File: src/rtl/smb_pkg.sv
`timescale 1ns/1ps
package smb_pkg;
  localparam logic [6:0] ARA_ADDR = 7'b0001100;

  typedef enum logic [2:0] {
    ST_IDLE,
    ST_ADDR,
    ST_ACK,
    ST_CMD,
    ST_DATA,
    ST_TX,
    ST_TXACK,
    ST_WAIT
  } smb_state_e;

  typedef enum logic [1:0] {
    K_ADDRW,
    K_READ,
    K_CMD,
    K_DATA
  } smb_ack_e;
endpackage

File: src/rtl/smb_sync.sv
`timescale 1ns/1ps
module smb_sync #(
  parameter int unsigned WIDTH  = 2,
  parameter int unsigned STAGES = 2
) (
  input  logic             clk,
  input  logic             rst_n,
  input  logic [WIDTH-1:0] d,
  output logic [WIDTH-1:0] q
);
  for (genvar g = 0; g < WIDTH; g++) begin : g_line
    logic [STAGES-1:0] chain_q;
    always_ff @(posedge clk or negedge rst_n) begin
      if (!rst_n) chain_q <= '1;
      else        chain_q <= {chain_q[STAGES-2:0], d[g]};
    end
    assign q[g] = chain_q[STAGES-1];
  end
endmodule

File: src/rtl/smb_events.sv
`timescale 1ns/1ps
module smb_events (
  input  logic clk,
  input  logic rst_n,
  input  logic scl_s,
  input  logic sda_s,
  output logic scl_rise,
  output logic scl_fall,
  output logic cond_start,
  output logic cond_stop
);
  logic scl_p, sda_p;

  always_ff @(posedge clk or negedge rst_n) begin
    if (!rst_n) begin
      scl_p <= 1'b1;
      sda_p <= 1'b1;
    end else begin
      scl_p <= scl_s;
      sda_p <= sda_s;
    end
  end

  always_comb begin
    scl_rise   = ~scl_p & scl_s;
    scl_fall   = scl_p & ~scl_s;
    cond_start = scl_p & scl_s & sda_p & ~sda_s;
    cond_stop  = scl_p & scl_s & ~sda_p & sda_s;
  end
endmodule

File: src/rtl/smb_engine.sv
`timescale 1ns/1ps
module smb_engine
  import smb_pkg::*;
#(
  parameter logic [6:0] TGT_ADDR = 7'h4C
) (
  input  logic       clk,
  input  logic       rst_n,
  input  logic       en,
  input  logic       scl_rise,
  input  logic       scl_fall,
  input  logic       cond_start,
  input  logic       cond_stop,
  input  logic       sda_lvl,
  input  logic       alert_i,
  input  logic [7:0] reg_rdata,
  output logic       sda_oe,
  output logic       reg_we,
  output logic [7:0] reg_addr,
  output logic [7:0] reg_wdata
);
  smb_state_e st_q, st_d;
  smb_ack_e   kind_q, kind_d;
  logic [2:0] bit_q, bit_d;
  logic [7:0] sh_q, sh_d;
  logic [7:0] ptr_q, ptr_d;
  logic [7:0] wd_q, wd_d;
  logic       oe_q, oe_d;
  logic       ph_q, ph_d;
  logic       ara_q, ara_d;
  logic       pend_q, pend_d;
  logic       alq_q, alq_d;
  logic       we_q, we_d;
  logic [7:0] rx;

  assign rx = {sh_q[6:0], sda_lvl};

  always_comb begin
    st_d   = st_q;
    kind_d = kind_q;
    bit_d  = bit_q;
    sh_d   = sh_q;
    ptr_d  = ptr_q;
    wd_d   = wd_q;
    oe_d   = oe_q;
    ph_d   = ph_q;
    ara_d  = ara_q;
    we_d   = 1'b0;
    alq_d  = alert_i;
    pend_d = pend_q | (alert_i & ~alq_q);
    if (!en) begin
      st_d = ST_IDLE;
      oe_d = 1'b0;
    end else if (cond_start) begin
      st_d  = ST_ADDR;
      bit_d = 3'd0;
      oe_d  = 1'b0;
      ph_d  = 1'b0;
    end else if (cond_stop) begin
      st_d = ST_IDLE;
      oe_d = 1'b0;
    end else begin
      case (st_q)
        ST_ADDR: begin
          if (scl_rise) begin
            sh_d  = rx;
            bit_d = bit_q + 3'd1;
            if (bit_q == 3'd7) begin
              ph_d  = 1'b0;
              ara_d = 1'b0;
              if (rx[7:1] == TGT_ADDR) begin
                st_d   = ST_ACK;
                kind_d = rx[0] ? K_READ : K_ADDRW;
                if (rx[0]) sh_d = reg_rdata;
              end else if (rx == {ARA_ADDR, 1'b1} && pend_q) begin
                st_d   = ST_ACK;
                kind_d = K_READ;
                ara_d  = 1'b1;
                sh_d   = {TGT_ADDR, 1'b0};
              end else begin
                st_d = ST_WAIT;
              end
            end
          end
        end
        ST_CMD, ST_DATA: begin
          if (scl_rise) begin
            sh_d  = rx;
            bit_d = bit_q + 3'd1;
            if (bit_q == 3'd7) begin
              st_d   = ST_ACK;
              ph_d   = 1'b0;
              kind_d = (st_q == ST_CMD) ? K_CMD : K_DATA;
            end
          end
        end
        ST_ACK: begin
          if (scl_fall) begin
            if (!ph_q) begin
              oe_d = 1'b1;
              ph_d = 1'b1;
            end else begin
              ph_d  = 1'b0;
              bit_d = 3'd0;
              oe_d  = 1'b0;
              case (kind_q)
                K_ADDRW: st_d = ST_CMD;
                K_CMD: begin
                  ptr_d = sh_q;
                  st_d  = ST_DATA;
                end
                K_DATA: begin
                  we_d = 1'b1;
                  wd_d = sh_q;
                  st_d = ST_WAIT;
                end
                default: begin
                  oe_d = ~sh_q[7];
                  st_d = ST_TX;
                end
              endcase
            end
          end
        end
        ST_TX: begin
          if (scl_rise) begin
            bit_d = bit_q + 3'd1;
            if (bit_q == 3'd7) begin
              st_d = ST_TXACK;
              ph_d = 1'b0;
            end
          end else if (scl_fall) begin
            oe_d = ~sh_q[6];
            sh_d = {sh_q[6:0], 1'b0};
          end
        end
        ST_TXACK: begin
          if (scl_fall && !ph_q) begin
            oe_d = 1'b0;
            ph_d = 1'b1;
          end else if (scl_rise && ph_q) begin
            ph_d = 1'b0;
            st_d = ST_WAIT;
            if (ara_q) pend_d = 1'b0;
          end
        end
        default: ;
      endcase
    end
  end

  always_ff @(posedge clk or negedge rst_n) begin
    if (!rst_n) begin
      st_q   <= ST_IDLE;
      kind_q <= K_ADDRW;
      bit_q  <= 3'd0;
      sh_q   <= 8'd0;
      ptr_q  <= 8'd0;
      wd_q   <= 8'd0;
      oe_q   <= 1'b0;
      ph_q   <= 1'b0;
      ara_q  <= 1'b0;
      pend_q <= 1'b0;
      alq_q  <= 1'b0;
      we_q   <= 1'b0;
    end else begin
      st_q   <= st_d;
      kind_q <= kind_d;
      bit_q  <= bit_d;
      sh_q   <= sh_d;
      ptr_q  <= ptr_d;
      wd_q   <= wd_d;
      oe_q   <= oe_d;
      ph_q   <= ph_d;
      ara_q  <= ara_d;
      pend_q <= pend_d;
      alq_q  <= alq_d;
      we_q   <= we_d;
    end
  end

  assign sda_oe    = oe_q;
  assign reg_we    = we_q;
  assign reg_addr  = ptr_q;
  assign reg_wdata = wd_q;
endmodule

File: src/rtl/smb_target.sv
`timescale 1ns/1ps
module smb_target
  import smb_pkg::*;
#(
  parameter logic [6:0]  TGT_ADDR    = 7'h4C,
  parameter int unsigned PWRUP_CYC   = 1500000,
  parameter int unsigned SYNC_STAGES = 2
) (
  input  logic       clk,
  input  logic       rst_n,
  input  logic       scl_i,
  input  logic       sda_i,
  output logic       sda_oe,
  input  logic       alert_i,
  output logic [7:0] reg_addr,
  output logic       reg_we,
  output logic [7:0] reg_wdata,
  input  logic [7:0] reg_rdata
);
  localparam int unsigned CW = $clog2(PWRUP_CYC + 2);

  logic          rst_m, rst_s;
  logic [1:0]    lines;
  logic          scl_lvl, sda_lvl;
  logic          scl_rise, scl_fall, cond_start, cond_stop;
  logic [CW-1:0] cnt_q, cnt_d;
  logic          pwr_done, done_d;

  always_ff @(posedge clk or negedge rst_n) begin
    if (!rst_n) begin
      rst_m <= 1'b0;
      rst_s <= 1'b0;
    end else begin
      rst_m <= 1'b1;
      rst_s <= rst_m;
    end
  end

  always_comb begin
    cnt_d  = cnt_q;
    done_d = pwr_done;
    if (!pwr_done) begin
      if (cnt_q == CW'(PWRUP_CYC)) done_d = 1'b1;
      else                         cnt_d  = cnt_q + 1'b1;
    end
  end

  always_ff @(posedge clk or negedge rst_s) begin
    if (!rst_s) begin
      cnt_q    <= '0;
      pwr_done <= 1'b0;
    end else begin
      cnt_q    <= cnt_d;
      pwr_done <= done_d;
    end
  end

  smb_sync #(.WIDTH(2), .STAGES(SYNC_STAGES)) u_sync (
    .clk   (clk),
    .rst_n (rst_s),
    .d     ({scl_i, sda_i}),
    .q     (lines)
  );
  assign scl_lvl = lines[1];
  assign sda_lvl = lines[0];

  smb_events u_ev (
    .clk        (clk),
    .rst_n      (rst_s),
    .scl_s      (scl_lvl),
    .sda_s      (sda_lvl),
    .scl_rise   (scl_rise),
    .scl_fall   (scl_fall),
    .cond_start (cond_start),
    .cond_stop  (cond_stop)
  );

  smb_engine #(.TGT_ADDR(TGT_ADDR)) u_eng (
    .clk        (clk),
    .rst_n      (rst_s),
    .en         (pwr_done),
    .scl_rise   (scl_rise),
    .scl_fall   (scl_fall),
    .cond_start (cond_start),
    .cond_stop  (cond_stop),
    .sda_lvl    (sda_lvl),
    .alert_i    (alert_i),
    .reg_rdata  (reg_rdata),
    .sda_oe     (sda_oe),
    .reg_we     (reg_we),
    .reg_addr   (reg_addr),
    .reg_wdata  (reg_wdata)
  );
endmodule


File: config.mk
export PLATFORM = sky130hd
export DESIGN_NAME = smb_target
export DESIGN_NICKNAME = d
export VERILOG_FILES = /design/src/rtl/smb_pkg.sv /design/src/rtl/smb_sync.sv /design/src/rtl/smb_events.sv /design/src/rtl/smb_engine.sv /design/src/rtl/smb_target.sv
export SDC_FILE = /design/constraint.sdc
export NUM_CORES = 1
export LEC_CHECK = 0
export ABC_CLOCK_PERIOD_IN_PS = 5500
export CAP_MARGIN = 20
export CORE_ASPECT_RATIO = 1.25
export CORE_MARGIN = 4
export CORE_UTILIZATION = 38
export DETAILED_ROUTE_END_ITERATION = 10
export GPL_TIMING_DRIVEN = 0
export SETUP_SLACK_MARGIN = 0.1
export SKIP_CTS_REPAIR_TIMING = 1
export SLEW_MARGIN = 15
export SYNTH_ARGS = -nofsm -noshare
export SYNTH_HDL_FRONTEND = slang
export SYNTH_SLANG_ARGS = --single-unit
File: constraint.sdc
create_clock -name clk -period 5.5 [get_ports clk]
set_input_delay 1.1 -clock clk [delete_from_list [all_inputs] [get_ports clk]]
set_output_delay 1.1 -clock clk [all_outputs]
set_load 0.02 [all_outputs]
Yosys cells after proc, flatten, opt, wreduce, memory -nomap -nowiden
Index checks and enable logic that the tools add are counted.
{"block": "op_classes", "eq_ne": 40, "muxes": 78, "n_bitwise": 20, "n_addsub": 2, "n_reduce_logical": 22}
{"cell": "2-to-1 mux 8 bit", "count": 8}
{"cell": "2-to-1 mux 3 bit", "count": 20}
{"cell": "!= test 5 x 4 -> 1 bit, second input constant", "count": 11}
{"cell": "2-to-1 mux 1 bit", "count": 37}
{"cell": "one-hot mux 8 bit (3 select lines)", "count": 1}
{"cell": "adder 21 x 1 -> 21 bit, second input constant", "count": 1}
{"cell": "== test 21 bit, second input constant", "count": 1}
{"cell": "AND reduction 7 bit", "count": 3}
{"cell": "one-hot mux 3 bit (5 select lines)", "count": 1}
{"cell": "== test 3 bit, second input constant", "count": 4}
{"cell": "2-to-1 mux 2 bit", "count": 6}
{"cell": "AND reduction 6 bit", "count": 2}
{"cell": "inverter 1 bit", "count": 11}
{"cell": "AND reduction 11 bit", "count": 1}
{"cell": "!= test 2 x 1 -> 1 bit, second input constant", "count": 5}
{"cell": "!= test 5 bit, second input constant", "count": 2}
{"cell": "!= test 3 x 1 -> 1 bit, second input constant", "count": 3}
{"cell": "one-hot mux 3 bit (3 select lines)", "count": 1}
{"cell": "AND reduction 9 bit", "count": 1}
{"cell": "bitwise AND 1 bit", "count": 8}
{"cell": "== test 8 x 5 -> 1 bit, second input constant", "count": 1}
{"cell": "!= test 8 x 3 -> 1 bit, second input constant", "count": 1}
{"cell": "AND reduction 8 bit", "count": 1}
{"cell": "== test 7 bit, second input constant", "count": 1}
{"cell": "other kinds (23)", "count": 31}
{"block": "totals", "output_inout_bits": 18, "reg_bits": 68, "input_bits": 13, "word_cells": 182}

Logic depth before layout (Yosys ltp)
Gate-level depths: netlist of run 1.
{"block": "logic_depth", "ltp_word": 10, "depth_mapped": 8}

Hierarchy
A second synthesis of run 1 with hierarchy kept.
{"block": "hier_totals", "cells_unflattened": 329, "area_unflattened_um2": 3631.0}
{"module": "smb_engine", "cells_each": 217, "n_inst": 1, "area_each_um2": 2292.2, "seq_area_each_um2": 950.9}
{"module": "smb_target", "cells_each": 100, "n_inst": 1, "area_each_um2": 1133.6, "seq_area_each_um2": 600.6}
{"module": "smb_sync", "cells_each": 6, "n_inst": 1, "area_each_um2": 120.1, "seq_area_each_um2": 105.1}
{"module": "smb_events", "cells_each": 6, "n_inst": 1, "area_each_um2": 85.1, "seq_area_each_um2": 52.6}

Worst setup path before layout of run 1
OpenSTA, ideal clock, no wires.
{"block": "synth_path", "kind": "flip-flop to flip-flop", "startpoint": "register u_eng.sh_q[0]", "endpoint": "register u_eng.st_q[0]", "stages_incl_launch_ff": 6, "setup_slack_ps": 3547, "required_time_ps": 5375, "arrival_ps": 1828, "period_less_slack_ps": 1953, "cell_sequence": "dfrtp_1 -> or4b_4 -> nor3_4 -> a211oi_1 -> a211o_1 -> mux2_2"}
{"block": "synth_via", "elab_chain_cells": 10, "elab_cells_between_ends": 11, "classes_between": "2 x eq/ne; 8 x mux; 1 x reduce/logical"}
{"item": "start: declaration", "line": "smb_engine.sv:25", "source": "logic [7:0] sh_q, sh_d;"}
{"item": "start signal: assignment", "line": "smb_engine.sv:157", "source": "sh_q <= 8'd0;"}
{"item": "start signal: assignment", "line": "smb_engine.sv:170", "source": "sh_q <= sh_d;"}
{"item": "== test 8 x 5 -> 1 bit", "line": "smb_engine.sv:75", "source": "end else if (rx == {ARA_ADDR, 1'b1} && pend_q) begin"}
{"item": "logical AND 1 bit", "line": "smb_engine.sv:75"}
{"item": "2-to-1 mux 3 bit", "line": "smb_engine.sv:75"}
{"item": "2-to-1 mux 3 bit (*)", "line": "smb_engine.sv:71", "source": "if (rx[7:1] == TGT_ADDR) begin"}
{"item": "2-to-1 mux 3 bit (*)", "line": "smb_engine.sv:68", "source": "if (bit_q == 3'd7) begin"}
{"item": "2-to-1 mux 3 bit (*)", "line": "smb_engine.sv:65", "source": "if (scl_rise) begin"}
{"item": "one-hot mux 3 bit (5 select lines) (*)", "line": "smb_engine.sv:63", "source": "case (st_q)"}
{"item": "2-to-1 mux 3 bit (*)", "line": "smb_engine.sv:59", "source": "end else if (cond_stop) begin"}
{"item": "2-to-1 mux 3 bit (*)", "line": "smb_engine.sv:54", "source": "end else if (cond_start) begin"}
{"item": "2-to-1 mux 3 bit (*)", "line": "smb_engine.sv:51", "source": "if (!en) begin"}
{"item": "end signal: assignment", "line": "smb_engine.sv:167", "source": "st_q <= st_d;"}
{"item": "end: declaration", "line": "smb_engine.sv:22", "source": "smb_state_e st_q, st_d;"}
Mark *: on every way between the ends. The rest lies on a longest branch, timed or not. The select of a mux whose other input is x is not followed.
A chain may end at the register's enable or synchronous reset.

Worst setup path after layout of run 1
{"block": "layout_path", "startpoint": "register u_eng.ptr_q[0] (netlist: u_eng.reg_addr[0])", "endpoint": "output reg_addr[0]"}
{"item": "start: declaration", "line": "smb_engine.sv:26", "source": "logic [7:0] ptr_q, ptr_d;"}
{"item": "start signal: assignment", "line": "smb_engine.sv:171", "source": "ptr_q <= ptr_d;"}
{"item": "end: declaration", "line": "smb_target.sv:15", "source": "output logic [7:0] reg_addr,"}
No word-level cell between the ends.

==> results of run 1 <==
## cells by family (layout without fill, tap and decap cells)
kind of cell | after synthesis | after routing | share of synthesized area [%]
other cells | 1 | 1 | 0.111
xor+xnor | 21 | 21 | 5.44
fa+ha+maj | 9 | 9 | 3.33
flops | 68 | 68 | 50.6
simple gates | 111 | 111 | 18.5
mux | 20 | 20 | 6.62
buf+inv | 25 | 72 | 2.85
compound gates | 66 | 66 | 12.6
## power by group through the flow
stage	Combinational (mW)	Sequential, mW	Clock (mW)
after floorplan	0.00553	0.523	0
after global placement	0.0164	0.526	0
after global routing	0.0254	0.513	0.444
after CTS	0.0233	0.513	0.417
final	0.0225	0.512	0.406
after detailed placement	0.0232	0.522	0
## worst paths after layout
kind	start	endpoint	cells after the start
setup / recovery	u_eng.reg_addr[0]$_DFFE_PN0P_	reg_addr[0]	1
hold / removal	rst_s$_DFF_PN0_	cnt_q[1]$_DFFE_PN0P_	0
setup reg to reg	u_ev.scl_p$_DFF_PN1_	u_eng.sh_q[5]$_DFFE_PN0P_	6
hold reg to reg	rst_s$_DFF_PN0_	cnt_q[1]$_DFFE_PN0P_	0
max in group asynchronous	rst_n	rst_s$_DFF_PN0_	1
min in group clk	rst_m$_DFF_PN0_	rst_s$_DFF_PN0_	0
## sequential cells by signal (all words and copies together), names as in the netlist, 2 cells and up
| register | count |
|---|---|
| u_eng.reg_wdata | 8 |
| cnt_q | 21 |
| u_sync.g_line.chain_q | 4 |
| u_eng.bit_q | 3 |
| u_eng.reg_addr | 8 |
| u_eng.sh_q | 8 |
| u_eng.st_q | 3 |
| u_eng.kind_q | 2 |
## metal layers
metal	part of all wire [%]	up-vias	wire length, um
met1	45	1282	3320
met4	2.7	0	201
met2	47	86	3510
li1	-	1233	-
met5	0	-	0
met3	5.0	20	370
## layout make-up
type                       count  area [sq um]
buffer                        14          55.1
tap                          120           150
multi-input combinational    228          1580
fill                         802          4650
inverter                      11          41.3
sequential                    68          1710
clock inverter                 4          48.8
clock buffer                  12           145
timing repair buffer          31           320
## worst reg2reg max path: stages, from the launching register on
cell and delay, ps:
dfstp_2 590, nor2b_1 60, clkbuf_1 230, and2_1 210
o21ai_1 480, clkbuf_1 380, o21ai_0 150
## through the flow
step	std cells	instance area, sq um	power (mW)	worst slack (ps)
2_1_floorplan	321	3380	0.528	3480
3_3_place_gp	471	3830	0.543	2720
3_5_place_dp	472	3850	0.545	3220
4_1_cts	488	4050	0.953	3050
5_1_grt	488	4050	0.983	2980
6_report	488	4050	0.940	3070
## cells in the final DEF, fill, tap and decap left out, types with 3 or more instances in the layout
master and count:
ha_1 9, nor3_1 6, inv_1 11, and2_1 4, nor2_1 7, a22o_1 3, dfstp_2 6, nand2_1 26
nand3b_1 3, nand3_1 16, and3_1 6, a21oi_1 14, nand4_1 7, dfrtp_1 61, nand2b_1 8, clkdlybuf4s50_1 30
clkbuf_1 13, o21ai_0 21, nor3b_1 3, nor2b_1 8, nor4_1 6, xnor2_1 20, clkbuf_8 10, mux2_2 19
==> results.ini, run 1 <==
[status]
status=completed

[die]
die_x_um=92.4
ios=31
die-area_sq_um=10500
core_area_sq_um=8700
initial_core_util_pct=38.9
rows=38
die_h_um=113

[timing]
period_share_pct=44.1
worst_hold_slack_ps=270
setup_tns_ps=0
setup_viol=0
fin_crit_ps=2430
worst_pin_slew_ps=601
hold_viol=0
fin_skew_ps=5.22
slew_viol_final=0
rsz0062_at_grt=false
slew_headroom_pct=59.7
clock.fmax_ghz=0.412

[finish]
nNetsFinal=385
fin_util_pct=46.5
syn_to_final_growth_pct=19.8
diodes=0
drive_above_1_share_pct=12.8

[yosys]
ys_seq_area_share_pct=50.6
synth-edff-count=0
ys_ff_latch=68
synth_area_per_cell_sq_um=10.5
synth_cell_type_count=54
netlist.area_leader.share_pct=45.9
synth.yosys.warnings=0
synth_nets=343
async_reset_ff_share_pct=100
synth_top_cells_by_count=dfrtp_1 (62), nand2_1 (26), o21ai_0 (21), xnor2_1 (20), mux2_2 (19)
synth_area_leaders=dfrtp_1 (46%), mux2_2 (6.3%), xnor2_1 (5.2%)
yosysMostFrequentCell=dfrtp_1
syn_inst=321
synth_top_cell_by_area=dfrtp_1
synth_area_sq_um=3380
synth_flop_cell=dfrtp_1

[worst_setup_path]
cp_slowest_cell=clkdlybuf4s50_1
path_cells=clkdlybuf4s50_1
cp_top_family=buffers and inverters
critPathRequiredTime_ps=4400
cp.arrival_ps=1330
crit_path_end_kind=output pin
worstPathMaxFanout=2
worst_path_largest_cell_delay_ps=620
critPathBufInv=1
reg2reg_slack_ps=3280
startpoint_type=flop
path_class=reg2out

[global_route]
grt_usage_pct=15.3
grt_util_met1_pct=19.5
grt_overflow=0
antenna_found_initial=0
grt_busiest_layer=met2
grt_first_pass_wirelength_um=12600
grt_use_met3_pct=3.69
first_global_vias=2565
use_met2_pct=23.9
grt_max_degree=37

[hold_path]
hold_path_class=reg2async

[route]
drc=0
via_per_inst=5.37
ant_nets=0
drt_iter0_markers=182
vias=2621
wire_per_inst_um=15.2
firstDrtPassIters=5
drt_wl_total_um=7410

[clock_network]
clk_latency_ps=350
cts_max_level=3
cts_tree=yes
root_buffer=clkbuf_8
cts-buffers-inserted=9
clk_pin_slew_ps=70
clock_sinks=68
clock_path_buffers=2

[pwr]
switching_share_pct=21.5
switching_power_mw=0.202
p_clk_share_pct=43.2
seqPwrFrac_pct=54.5
leakagePower_nw=1.66
p_int_mw=0.738
power-per-cell-area_nw_per_um2=232
max-vdd-ir-drop_mv=0.220
comb_power_share_pct=2.4

[place]
dp_hpwl_um=5170
portBuffers=30
gp_congestion=0.841

[run]
drv_cap=0

No activity file was read; power rests on OpenSTA's default activity.
==> run 2, diff against run 1 <==
- ABC_CLOCK_PERIOD_IN_PS: 5500 -> 2400
- clock period: 5.5 -> 2.4 ns (I/O delays scaled with it)
==> run 2 against run 1 <==
Effect of this change:
- cell area is 0.34% higher
- utilization is 0.16 points higher
- final cell count stayed put
- critical path type is now reg2reg
- clock power is 130% higher
- register-to-register slack worse by 3000 ps
- non-clock buffer count stayed put
- die area stayed put
- critical path depth is 4 higher
- power is 130% higher
- via count is 1.7% lower
==> results.ini, run 2 (synthesized netlist as in run 1, its figures left out) <==
[worst_setup_path]
worst_path_largest_cell_delay_ps=590  ; -30 ps
crit_end=u_eng.st_q[0]$_DFFE_PN0P_
crit_path_end_kind=flop
path_class=reg2reg
startpoint_type=flop
worstPathMaxFanout=6  ; +4
cp.arrival_ps=2370  ; +1040 ps
critPathRequiredTime_ps=2630  ; -1770 ps
reg2reg_slack_ps=260  ; -3020 ps
rr_startpoint=u_eng.sh_q[0]$_DFFE_PN0P_
reg2reg_to=u_eng.st_q[0]$_DFFE_PN0P_
path_cells=or4b_4 -> nor3_4 -> a211oi_1 -> a211o_1 -> mux2_2
reg2reg_depth=5  ; -1
startpoint=u_eng.sh_q[0]$_DFFE_PN0P_
cp_slowest_cell=or4b_4

[global_route]
grt_usage_pct=15.3  ; unchanged
first_global_vias=2565  ; unchanged
grt_first_pass_wirelength_um=12600  ; unchanged
grt_max_degree=37  ; unchanged
antenna_found_initial=0  ; unchanged
grt_overflow=0  ; unchanged

[clock_network]
cts_tree=yes
clock_path_buffers=2  ; unchanged
clk_pin_slew_ps=70  ; about the same
clock_sinks=68  ; unchanged
cts_max_level=3  ; unchanged
cts-buffers-inserted=9  ; unchanged
clk_latency_ps=350  ; about the same
root_buffer=clkbuf_8

[route]
wire_per_inst_um=15.2  ; unchanged
firstDrtPassIters=4  ; -1
via_per_inst=5.28  ; -1.7%
drc=0  ; unchanged
drt_iter0_markers=147  ; -19%
ant_nets=0  ; unchanged
drt_wl_total_um=7410  ; unchanged
vias=2577  ; -1.7%

[run]
drv_cap=0  ; unchanged

[die]
core_area_sq_um=8700  ; unchanged
ios=31  ; unchanged
rows=38  ; unchanged
die-area_sq_um=10500  ; unchanged
die_h_um=113  ; unchanged
initial_core_util_pct=38.9  ; unchanged
die_x_um=92.4  ; unchanged

[finish]
regMostFlops=cnt_q
final_cells=488  ; unchanged
finalInstanceArea_sq_um=4060  ; +0.34%
drive_above_1_share_pct=13.6  ; +0.82 points
final_cell_mix=dfrtp_1 (61), clkdlybuf4s50_1 (30), nand2_1 (26), o21ai_0 (21), xnor2_1 (20)
syn_to_final_growth_pct=20.2
layout_commonest_cell=dfrtp_1
largest_reg_flops=21  ; unchanged
diodes=0  ; unchanged
nNetsFinal=385  ; unchanged

[place]
place_area_sq_um=3850  ; unchanged
gp_congestion=0.841  ; unchanged
portBuffers=30  ; unchanged
dp.cells=472  ; unchanged
dp_hpwl_um=5170  ; unchanged

[timing]
fin_crit_ps=2140
period_share_pct=89.2
slew_headroom_pct=65.1  ; +5.4 points
rsz0062_at_grt=true
hold_viol=0  ; unchanged
worst_pin_slew_ps=519  ; -81.6 ps
slew_viol_final=0  ; unchanged
setup_viol=0  ; unchanged
fin_skew_ps=4.65  ; -0.568 ps
worst_hold_slack_ps=264  ; -5.90 ps
clock.fmax_ghz=0.467

[pwr]
power.total_mw=2.16  ; +130%
power-per-cell-area_nw_per_um2=532  ; +130%
max-vdd-ir-drop_mv=0.504  ; +130%
leakagePower_nw=1.66  ; about the same

[status]
status=completed

[hold_path]
hold_path_class=reg2async

## run 2: cell counts in the layout (fill, tap and decap cells not counted)
Identical to the previous run, type by type.
## run 2: how the worst min path moves through the flow
stage | from | to | slack, ps | depth (start not counted)
2_1_floorplan | rst_n | rst_m$_DFF_PN0_ | 180 | 0
3_3_place_gp | rst_m$_DFF_PN0_ | rst_s$_DFF_PN0_ | 340 | 0
3_5_place_dp | rst_s$_DFF_PN0_ | cnt_q[1]$_DFFE_PN0P_ | 280 | 0
4_1_cts | rst_n | rst_m$_DFF_PN0_ | 270 | 1
5_1_grt | rst_n | rst_m$_DFF_PN0_ | 270 | 1
6_report | rst_s$_DFF_PN0_ | cnt_q[1]$_DFFE_PN0P_ | 260 | 0
## run 2: area by class of cell
class / count / area [sq um]
well taps: 120 / 150
fillers: 801 / 4640
clock buffers: 12 / 145
flip-flops and latches: 68 / 1710
repair buffers: 31 / 320
inverters: 11 / 41.3
clock inverters: 4 / 48.8
plain buffers: 14 / 55.1
multi-input cells: 228 / 1590
## run 2: worst max-delay path, delay by kind of cell, from the launching register on
| kind | cells | cell delay, ps |
|---|---|---|
| compound gates | 2 | 430 |
| simple gates | 2 | 920 |
| flops | 1 | 430 |
| mux | 1 | 260 |
## run 2: metrics by stage
step	utilization [%]	TNS, ps	worst slack (ps)
4_1_cts	46.5	0	190
5_1_grt	46.7	0	83.5
3_5_place_dp	44.3	0	202
6_report	46.7	0	258
2_1_floorplan	-	0	377
3_3_place_gp	44.0	-22720	-381
## run 2: metal layers
| metal | global-route usage [%] | vias up | share of wire, % |
|---|---|---|---|
| li1 | - | 1233 | - |
| met1 | 19.5 | 1262 | 46 |
| met2 | 23.9 | 62 | 47 |
| met3 | 3.69 | 20 | 4.1 |
| met4 | 8.52 | 0 | 2.7 |
| met5 | 0 | - | 0 |
## run 2: power by group
group	switching (mW)	internal [mW]	leakage [nW]	total (mW)
clock	0.428	0.507	0.100	0.935
combinational	0.0255	0.0266	0.777	0.0521
sequential	0.0154	1.16	0.786	1.17
==> run 3, diff against run 2 <==
- SYNTH_HIERARCHICAL: default -> 1
==> run 3 against run 2 <==
Effect of this change:
- sequential power hardly changed
- cell area increased by 8.7%
- die area increased by 6.8%
- worst setup slack lost 54 ps
- non-clock buffer count did not move
- sequential share of layout area shrank 3.4 points
- final cell count increased by 2.3%
- synthesized area is 7.4% higher
- maximum frequency fell by 2.4%
- power rose by 17%
- largest power group is now the clock network
==> results.ini, run 3 <==
[pwr]
switching_power_mw=0.537  ; +15%
max-vdd-ir-drop_mv=0.418  ; -17%
switching_share_pct=21.2  ; -0.47 points
power-per-cell-area_nw_per_um2=573  ; +7.7%
power.total_mw=2.53  ; +17%
p_clk_share_pct=51.3  ; +8.0 points
seqPwrFrac_pct=46.0  ; -8.3 points
comb_power_share_pct=2.7  ; +0.3 points
leakagePower_nw=1.83  ; +10%
p_int_mw=1.99  ; +18%

[clock_network]
cts_tree=yes
cts_max_level=3  ; unchanged
clock_sinks=68  ; unchanged
clk_pin_slew_ps=60  ; about the same
root_buffer=clkbuf_16
clk_latency_ps=330  ; -20 ps
clock_path_buffers=2  ; unchanged
cts-buffers-inserted=9  ; unchanged

[yosys]
ys_ff_latch=68  ; unchanged
synth_area_per_cell_sq_um=11.0  ; +4.8%
synth-edff-count=0  ; unchanged
synth.yosys.warnings=6  ; +6
async_reset_ff_share_pct=100  ; unchanged
synth_nets=351  ; +2.3%
netlist.area_leader.share_pct=42.7  ; -3.2 points
synth_flop_cell=dfrtp_1
ys_seq_area_share_pct=47.1  ; -3.5 points
synth_area_sq_um=3630  ; +7.4%
synth_top_cells_by_count=dfrtp_1 (62), mux2_1 (21), nand2_1 (18), inv_1 (16)
syn_inst=329  ; +2.5%
synth_area_leaders=dfrtp_1 (43%), mux2_1 (6.5%), dfstp_2 (4.3%)
yosysMostFrequentCell=dfrtp_1
synth_cell_type_count=71  ; +31%
synth_top_cell_by_area=dfrtp_1

[hold_path]
hold_path_class=reg2async

[die]
initial_core_util_pct=39.4  ; +0.52 points
die-area_sq_um=11200  ; +6.8%
core_area_sq_um=9220  ; +6.0%
ios=31  ; unchanged
die_x_um=95.4  ; +3.3%
rows=39  ; +2.6%
die_h_um=117  ; +3.4%

[status]
status=completed

[place]
dp.cells=483  ; +2.3%
place_area_sq_um=4120  ; +6.8%
dp_hpwl_um=5880  ; +14%
post-place-ws_ps=128  ; -73.3 ps
gp_congestion=0.834  ; -0.83%
portBuffers=30  ; unchanged

[timing]
clock.fmax_ghz=0.456  ; -2.4%
setup_viol=0  ; unchanged
slew_viol_final=0  ; unchanged
period_share_pct=91.5  ; +2.2 points
worst_hold_slack_ps=136  ; -128 ps
worst_slack_ps=205  ; -53.7 ps
fin_skew_ps=6.38  ; +1.72 ps
slew_headroom_pct=65.9  ; +0.76 points
hold_viol=0  ; unchanged
fin_crit_ps=2200  ; +53.7 ps
setup_tns_ps=0  ; unchanged
worst_pin_slew_ps=510  ; -8.57 ps
rsz0062_at_grt=false

[global_route]
grt_usage_pct=15.9  ; +0.53 points
grt_overflow=0  ; unchanged
antenna_found_initial=0  ; unchanged
first_global_vias=2746  ; +7.1%
grt_first_pass_wirelength_um=13700  ; +8.6%
grt_max_degree=61  ; +65%

[finish]
finalInstanceArea_sq_um=4420  ; +8.7%
regMostFlops=cnt_q
nNetsFinal=393  ; +2.1%
multiInputGateArea_sq_um=1770  ; +12%
final_cell_mix=dfrtp_1 (61), clkdlybuf4s50_1 (30), mux2_1 (21), nand2_1 (18), inv_1 (16)
seq_area_sq_um=1710  ; unchanged
final_cells=499  ; +2.3%
syn_to_final_growth_pct=21.6
layout_commonest_cell=dfrtp_1
drive_above_1_share_pct=14.9  ; +1.3 points
diodes=0  ; unchanged
largest_reg_flops=21  ; unchanged
fin_util_pct=47.9  ; +1.2 points
fill_cells=839  ; +4.7%

[route]
ant_nets=0  ; unchanged
drt_iter0_markers=161  ; +9.5%
wire_per_inst_um=16.1  ; +6.0%
drc=0  ; unchanged
drt_wl_total_um=8030  ; +8.4%
firstDrtPassIters=4  ; unchanged
vias=2695  ; +4.6%
via_per_inst=5.40  ; +2.3%

[worst_setup_path]
startpoint=u_sync/g_line[0].chain_q[1]$_DFF_PN1_
critPathRequiredTime_ps=2600  ; -30 ps
reg2reg_slack_ps=200  ; -50 ps
worstPathMaxFanout=6  ; unchanged
cp.arrival_ps=2400  ; +30 ps
crit_path_end_kind=flop
startpoint_type=flop
rr_startpoint=u_sync/g_line[0].chain_q[1]$_DFF_PN1_
reg2reg_depth=6  ; +1
path_class=reg2reg

[run]
drv_cap=0  ; unchanged

run 3: logic make-up after synthesis:
logic type | count (synthesis) | synth area share [%]
simple gates | 116 | 20.2
flops | 68 | 47.1
compound gates | 61 | 12.6
buf+inv | 30 | 4.27
mux | 27 | 8.58
xor+xnor | 17 | 4.10
fa+ha+maj | 9 | 3.10
other cells | 1 | 0.103
run 3: area by class of cell:
type | count | area share (%)
plain buffers | 14 | 2.15
clock buffers | 10 | 5.18
clock inverters | 6 | 1.44
inverters | 16 | 1.36
multi-input cells | 231 | 40.2
flip-flops and latches | 68 | 38.8
well taps | 123 | 3.48
repair buffers | 31 | 7.42
run 3: power by group through the flow:
stage          Sequential [mW]  Combinational (mW)  Clock [mW]
2_1_floorplan             1.20              0.0175           0
3_3_place_gp              1.20              0.0448           0
3_5_place_dp              1.18              0.0697           0
4_1_cts                   1.16              0.0698        1.34
5_1_grt                   1.17              0.0759        1.40
6_report                  1.16              0.0680        1.30
run 3: path summary, 6_finish.rpt:
| path | endpoint |
|---|---|
| worst max-delay path | u_eng/st_q[0]$_DFFE_PN0P_ |
| worst min-delay path | u_eng/bit_q[2]$_DFFE_PN0P_ |
| worst max register to register | u_eng/st_q[0]$_DFFE_PN0P_ |
| worst min register to register | u_eng/bit_q[2]$_DFFE_PN0P_ |
| max in group asynchronous | u_sync/g_line[0].chain_q[1]$_DFF_PN1_ |
| min in group clk | rst_s$_DFF_PN0_ |
run 3: layer usage:
metal  up-vias  GRT usage, %  wire [um]
met5         -             0          0
met4         0          7.87        210
met3        17          2.94        244
met2        52          27.2       4220
met1      1333          19.0       3360
li1       1293             -          -
run 3: worst max-delay path: stages (launching register included):
cell and delay [ps]:
dfstp_2 510, buf_4 110, and4b_1 280, nor3b_2 360, o21ai_1 120, o31a_1 350
mux2_1 340
